File: src/rtl/rsw_pkg.sv
// Shared types for the role switch controller.
package rsw_pkg;
    // Sequencer state; the code is visible on status_o and is part of R8.
    typedef enum logic [1:0] {
        ST_MASTER = 2'd0,
        ST_BUILD  = 2'd1,
        ST_HOLD   = 2'd2,
        ST_TRACK  = 2'd3
    } rsw_state_t;
endpackage

File: src/rtl/rsw_role_filter.sv
// Role pin conditioner.
// Resynchronizes the asynchronous role pin with two flops, then accepts a
// new level only after it has differed from the accepted role for STABLE
// consecutive cycles. Assumes the pin is quasi-static. Reset role is master.
module rsw_role_filter #(
    parameter int STABLE = 16
) (
    input  logic clk,
    input  logic rst_n,
    input  logic pin_i,
    output logic role_master_o
);
    localparam int CW = (STABLE > 1) ? $clog2(STABLE) : 1;

    logic          sync1_q, sync2_q, role_q;
    logic [CW-1:0] run_q;

    // Two-flop synchronizer for the asynchronous pin.
    always_ff @(posedge clk) begin
        if (!rst_n) begin
            sync1_q <= 1'b1;
            sync2_q <= 1'b1;
        end else begin
            sync1_q <= pin_i;
            sync2_q <= sync1_q;
        end
    end

    // Count consecutive disagreeing cycles and adopt the new role at STABLE.
    always_ff @(posedge clk) begin
        if (!rst_n) begin
            role_q <= 1'b1;
            run_q  <= '0;
        end else if (sync2_q == role_q) begin
            run_q <= '0;
        end else if (run_q == CW'(STABLE - 1)) begin
            role_q <= sync2_q;
            run_q  <= '0;
        end else begin
            run_q <= run_q + 1'b1;
        end
    end

    assign role_master_o = role_q;
endmodule

File: src/rtl/rsw_down_timer.sv
// Loadable down counter shared by the hold and build-out intervals.
// A load takes priority. The counter stops at zero, and zero_o is high
// while the count is zero.
module rsw_down_timer #(
    parameter int TW = 8
) (
    input  logic          clk,
    input  logic          rst_n,
    input  logic          load_i,
    input  logic [TW-1:0] val_i,
    output logic          zero_o
);
    logic [TW-1:0] cnt_q;

    // Load or decrement toward zero.
    always_ff @(posedge clk) begin
        if (!rst_n)             cnt_q <= '0;
        else if (load_i)        cnt_q <= val_i;
        else if (cnt_q != '0)   cnt_q <= cnt_q - 1'b1;
    end

    assign zero_o = (cnt_q == '0);
endmodule

File: src/rtl/rsw_seq_fsm.sv
// Changeover sequencer.
// Moves between idle-master, building-out, hold-slave and tracking-slave
// from the filtered role and the interval timer. The interval is loaded on
// entry to hold or build-out, so a state lasts (load value + 1) cycles.
// Assumes HOLD_CYC >= 1 and BO_CYC >= 1. A role change seen during
// build-out waits until build-out has finished.
module rsw_seq_fsm
    import rsw_pkg::*;
#(
    parameter int HOLD_CYC = 1000,
    parameter int BO_CYC   = 8,
    parameter int TW       = 10
) (
    input  logic          clk,
    input  logic          rst_n,
    input  logic          role_master_i,
    input  logic          tmr_zero_i,
    output logic          tmr_load_o,
    output logic [TW-1:0] tmr_val_o,
    output rsw_state_t    state_o,
    output logic          strobe_o,
    output logic          pull_in_o
);
    rsw_state_t state_q, state_d;
    logic       first_done_q, pull_q, strobe_q;

    // Next-state and timer-load decision.
    always_comb begin
        state_d    = state_q;
        tmr_load_o = 1'b0;
        tmr_val_o  = '0;
        unique case (state_q)
            ST_MASTER: if (!role_master_i) begin
                if (first_done_q) begin
                    state_d    = ST_HOLD;
                    tmr_load_o = 1'b1;
                    tmr_val_o  = TW'(HOLD_CYC - 1);
                end else begin
                    state_d = ST_TRACK;
                end
            end
            ST_HOLD: begin
                if (role_master_i)   state_d = ST_MASTER;
                else if (tmr_zero_i) state_d = ST_TRACK;
            end
            ST_TRACK: if (role_master_i) begin
                state_d    = ST_BUILD;
                tmr_load_o = 1'b1;
                tmr_val_o  = TW'(BO_CYC - 1);
            end
            ST_BUILD: if (tmr_zero_i) state_d = ST_MASTER;
            default:  state_d = ST_MASTER;
        endcase
    end

    // State register plus first-entry, pull-in and strobe flags.
    always_ff @(posedge clk) begin
        if (!rst_n) begin
            state_q      <= ST_MASTER;
            first_done_q <= 1'b0;
            pull_q       <= 1'b0;
            strobe_q     <= 1'b0;
        end else begin
            state_q  <= state_d;
            strobe_q <= (state_q == ST_TRACK) && (state_d == ST_BUILD);
            if (state_q == ST_MASTER && state_d == ST_TRACK) begin
                first_done_q <= 1'b1;
                pull_q       <= 1'b1;
            end else if (state_q == ST_MASTER && state_d == ST_HOLD) begin
                first_done_q <= 1'b1;
            end
            if (state_q == ST_TRACK && state_d != ST_TRACK) pull_q <= 1'b0;
        end
    end

    assign state_o   = state_q;
    assign strobe_o  = strobe_q;
    assign pull_in_o = pull_q;
endmodule

File: src/rtl/role_switch_ctrl.sv
// Role switch controller for one unit of a redundant clock pair.
// Conditions the role pin, sequences hitless changeovers and drives the
// phase tracker's hold, build-out, source-select and skew inputs.
// Assumes CLK_HZ is a multiple of 1000, so that 1 ms is CLK_HZ/1000 cycles.
module role_switch_ctrl #(
    parameter int CLK_HZ    = 100_000_000,
    parameter int STABLE    = 16,
    parameter int BO_CYCLES = 8,
    parameter int SKEW_W    = 8
) (
    input  logic              clk,
    input  logic              rst_n,
    input  logic              role_pin_i,
    input  logic [SKEW_W-1:0] skew_cfg_i,
    output logic              hold_o,
    output logic              buildout_stb_o,
    output logic              follow_cross_o,
    output logic [SKEW_W-1:0] skew_o,
    output logic              pull_in_o,
    output logic [1:0]        status_o
);
    import rsw_pkg::*;

    localparam int HOLD_CYC = CLK_HZ / 1000;
    localparam int MAX_IVL  = (HOLD_CYC > BO_CYCLES) ? HOLD_CYC : BO_CYCLES;
    localparam int TW       = $clog2(MAX_IVL + 1);

    logic          role_master, tmr_load, tmr_zero;
    logic [TW-1:0] tmr_val;
    rsw_state_t    state;

    rsw_role_filter #(.STABLE(STABLE)) u_filter (
        .clk           (clk),
        .rst_n         (rst_n),
        .pin_i         (role_pin_i),
        .role_master_o (role_master)
    );

    rsw_down_timer #(.TW(TW)) u_timer (
        .clk    (clk),
        .rst_n  (rst_n),
        .load_i (tmr_load),
        .val_i  (tmr_val),
        .zero_o (tmr_zero)
    );

    rsw_seq_fsm #(.HOLD_CYC(HOLD_CYC), .BO_CYC(BO_CYCLES), .TW(TW)) u_fsm (
        .clk           (clk),
        .rst_n         (rst_n),
        .role_master_i (role_master),
        .tmr_zero_i    (tmr_zero),
        .tmr_load_o    (tmr_load),
        .tmr_val_o     (tmr_val),
        .state_o       (state),
        .strobe_o      (buildout_stb_o),
        .pull_in_o     (pull_in_o)
    );

    // Output decode from the sequencer state.
    always_comb begin
        hold_o         = (state == ST_HOLD) || (state == ST_BUILD);
        follow_cross_o = (state == ST_TRACK);
        skew_o         = (state == ST_TRACK) ? skew_cfg_i : '0;
        status_o       = state;
    end
endmodule

File: config.mk
export PLATFORM = sky130hd
export DESIGN_NAME = role_switch_ctrl
export DESIGN_NICKNAME = d
export VERILOG_FILES = /design/src/rtl/rsw_pkg.sv /design/src/rtl/rsw_role_filter.sv /design/src/rtl/rsw_down_timer.sv /design/src/rtl/rsw_seq_fsm.sv /design/src/rtl/role_switch_ctrl.sv
export SDC_FILE = /design/constraint.sdc
export NUM_CORES = 1
export LEC_CHECK = 0
export ABC_AREA = 1
export BUFFER_PORTS_ARGS = -buffer_cell sky130_fd_sc_hd__buf_4
export CAP_MARGIN = 40
export CORE_ASPECT_RATIO = 0.9
export CORE_MARGIN = 2
export CORE_UTILIZATION = 25
export CTS_BUF_LIST = sky130_fd_sc_hd__clkbuf_8
export CTS_CLUSTER_SIZE = 16
export DETAILED_ROUTE_END_ITERATION = 7
export SLEW_MARGIN = 40
export SYNTH_ARGS = -nofsm -noshare
export SYNTH_HDL_FRONTEND = slang
export SYNTH_SLANG_ARGS = --single-unit
File: constraint.sdc
create_clock -name clk -period 1.8 [get_ports clk]
set_input_delay 0.09 -clock clk [delete_from_list [all_inputs] [get_ports clk]]
set_output_delay 0.09 -clock clk [all_outputs]
set_load 0.05 [all_outputs]
==> reports/qor.csv <==
stage;metric;value;unit
floorplan;rows;27;
routing;wl_per_cell;10.57;µm
clocking;cts_buffer_depth;2;
yosys;syn_area;1614;µm²
routing;vias;1466;
placed_design;place.gp.congestion;0.8214;
sta;slew_headroom;72.63;%
pwr;switchingPower;1.179;mW
sta;skew;0.007475;ns
clocking;clk_pin_slew;0.06;ns
clocking;cts_hold_repair.buffers;0;
worst_hold_path;whs_path_depth;2;
clocking;tritoncts;built;
yosys;yosysUniqueCellTypes;31;
clocking;cts-buffers-inserted;5;
sta;finalCritPeriodShare;90.59;%
grt;antenna_found_initial;0;
floorplan;initial_utilization;26.11;%
worst_setup_path;r2r-start;u_fsm.state_o[0]$_SDFF_PN0_;
worst_hold_path;hold_end;u_filter.sync1_q$_SDFF_PN1_;
yosys;yosysWarnings;0;
layout;num-nets-final;280;
worst_setup_path;ff2ff_setup_slack;0.17;ns
worst_hold_path;hold_path_startpoint;role_pin_i;
placed_design;io_buffer_count;24;
pwr;p_leak;0.9981;nW
floorplan;fp.dieW;88.70;µm
layout;multi_input_area;897.1;µm²
worst_setup_path;start_kind;register;
worst_setup_path;r2r_cells;9;
sta;hold_ws;0.02381;ns
clocking;cts_sinks;29;
routing;drt_wl_total;3690;µm
pwr;p_sw_share;41.77;%
layout;n_fill_cell;654;
floorplan;coreArea;6182;µm²
sta;finalMaxSlewViolations;0;
grt;grt.overflow.total;0;
sta;setup_violations;0;
layout;final_util;33.74;%
sta;worst_pin_slew;0.4100;ns
yosys;yosys_register_bits;29;
layout;antennaDiodeCount;0;
clocking;root_buffer;clkbuf_8;
worst_setup_path;r2r_end;u_timer.cnt_q[11]$_SDFFE_PN0P_;
pwr;p_comb_share;48.6;%
clocking;h-tree-depth;2;
routing;first_pass_iters;4;
routing;ant_nets;0;
worst_setup_path;cp_data_required_time;1.99;ns
floorplan;die_area;7116;µm²
pwr;power_density;1353;nW/µm²
placed_design;hpwl;2844;µm
layout;area_delta_synth_final;29.22;%
pwr;intPower;1.644;mW
worst_setup_path;critPathMaxFanout;10;
layout;seq_area;588.1;µm²
floorplan;io_pins;25;
worst_setup_path;end_kind;register;
grt;grt_pass1_vias;1386;
worst_hold_path;hold_class;input pin to register;
yosys;yosysSeqAreaShare;35.97;%
layout;drive_above_1_share;26.34;%
pwr;ir_drop;0.0004407;V
pwr;pwr-share-clk;18.9;%
routing;drc_errors;0;
worst_setup_path;cp.arrival;1.82;ns
sta;finalHoldViolCount;0;
yosys;synth_fp_nets;243;
grt;grt_max_degree;13;
run;cap_violations;0;
yosys;syn_avg_cell_area;7.174;µm²
worst_setup_path;crit_type;register to register;
routing;drtIter0Drc;47;
routing;vias_per_cell;4.201;
sta;fin_crit;1.631;ns
clocking;clk_latency;0.28;ns
pwr;seqPwrFrac;32.5;%
outcome;status;complete, no violations;
sta;fmax;0.6132;GHz
grt;grt_pass1_wl;6389;µm
yosys;synth_cells;225;
grt;track_usage;11.53;%
floorplan;fp.dieH;80.23;µm
==> final cells by class <==
class	instances	area share, %
Multi-Input combinational cell	152	43.01
Inverter	41	7.379
Timing Repair Buffer	33	12.06
Tap cell	87	5.219
Clock inverter	1	0.1800
Sequential cell	29	28.19
Clock buffer	6	3.959
==> cells by family after synthesis <==
family	share of synthesized area [%]
xor+xnor	5.427
compound gates	13.02
flops	35.97
fa+ha+maj	5.426
buf+inv	10.46
simple gates	29.69
==> metrics by stage <==
stage	instance area (µm²)	total power, mW	TNS [ns]	setup WS [ns]	cells
final	2086	2.823	0	0.1693	349
after global routing	2086	3.080	-0.002470	-0.002470	349
after CTS	2034	2.737	0	0.09241	345
after detailed placement	1948	2.194	0	0.1036	338
after global placement	1948	2.191	0	0.1427	338
after floorplan	1637	1.931	0	0.02284	225
==> power groups by stage <==
stage / registers [mW] / clock network (mW) / logic (mW)
CTS: 0.910 / 0.546 / 1.28
finish: 0.916 / 0.534 / 1.37
global route: 0.936 / 0.576 / 1.57
detailed placement: 0.923 / 0 / 1.27
global placement: 0.925 / 0 / 1.27
floorplan: 0.891 / 0 / 1.04
==> worst max-delay path by stage <==
stage	slack [ns]	to	start
2_1_floorplan	0.02	u_timer.cnt_q[1]$_SDFFE_PN0P_	u_fsm.state_o[1]$_SDFF_PN0_
3_3_place_gp	0.14	u_timer.cnt_q[1]$_SDFFE_PN0P_	u_fsm.state_o[1]$_SDFF_PN0_
5_1_grt	-0.002	u_timer.cnt_q[11]$_SDFFE_PN0P_	u_fsm.state_o[0]$_SDFF_PN0_
3_5_place_dp	0.10	u_timer.cnt_q[1]$_SDFFE_PN0P_	u_fsm.state_o[1]$_SDFF_PN0_
4_1_cts	0.09	u_timer.cnt_q[1]$_SDFFE_PN0P_	u_fsm.state_o[1]$_SDFF_PN0_
6_report	0.17	u_timer.cnt_q[11]$_SDFFE_PN0P_	u_fsm.state_o[0]$_SDFF_PN0_
==> sequential cells by signal (all words and copies together), names as in the netlist <==
name	flops
u_fsm.first_done_q	1
u_filter.sync2_q	1
u_fsm.state_o	2
u_timer.cnt_q	17
u_filter.run_q	4
u_fsm.strobe_o	1
u_filter.role_master_o	1
u_fsm.pull_in_o	1
u_filter.sync1_q	1
==> worst max-delay path, cell delays in order (launching register included) <==
cell	delay (ns)
dfxtp_4	0.36
inv_2	0.10
ha_4	0.22
nor2_1	0.10
nand2_1	0.09
nand2_1	0.10
buf_6	0.16
nor2_4	0.06
buf_4	0.15
nor4_1	0.21
==> cell usage after synthesis (all sizes together) <==
library cell / instances / area [µm²]
a211oi: 4 / 30.03
a21oi: 18 / 105.1
a31oi: 1 / 6.260
buf: 1 / 7.510
clkbuf: 2 / 7.510
dfxtp: 29 / 580.6
ha: 7 / 87.58
inv: 41 / 153.9
nand2: 42 / 165.2
nand3: 9 / 55.05
nand3b: 1 / 7.510
nand4: 3 / 25.02
nor2: 36 / 172.7
nor3: 2 / 10.01
nor4: 5 / 31.28
o211ai: 1 / 7.510
o21ai: 10 / 53.80
o21bai: 1 / 7.510
or2: 2 / 12.51
xnor2: 7 / 61.31
xor2: 3 / 26.28
==> metal layers <==
metal	GRT usage [%]	vias to the layer above	wire length, µm
met5	0	-	0
met4	4.091	0	55
met3	3.392	8	164
met2	16.42	24	1587
met1	16.28	649	1883
li1	-	785	-
==> layout by cell type, fill, tap and decap left out, drive strengths merged <==
master and n:
nand3 9, nand2 42, o21bai 1, dfxtp 29, o21ai 10, nor3 2, nor2 36, ha 7
nand3b 1, a21oi 18, or2 2, buf 33, xor2 3, clkbuf 6, a211oi 4, inv 42
xnor2 7, a31oi 1, o211ai 1, nand4 3, nor4 5
==> what timing repair did <==
item                                    CTS  global route
buffers inserted                          0             4
resized for setup                         0             8
endpoints found under the setup margin    0             5
hold endpoints to repair                  0             0
No activity file was read; power rests on OpenSTA's default activity.
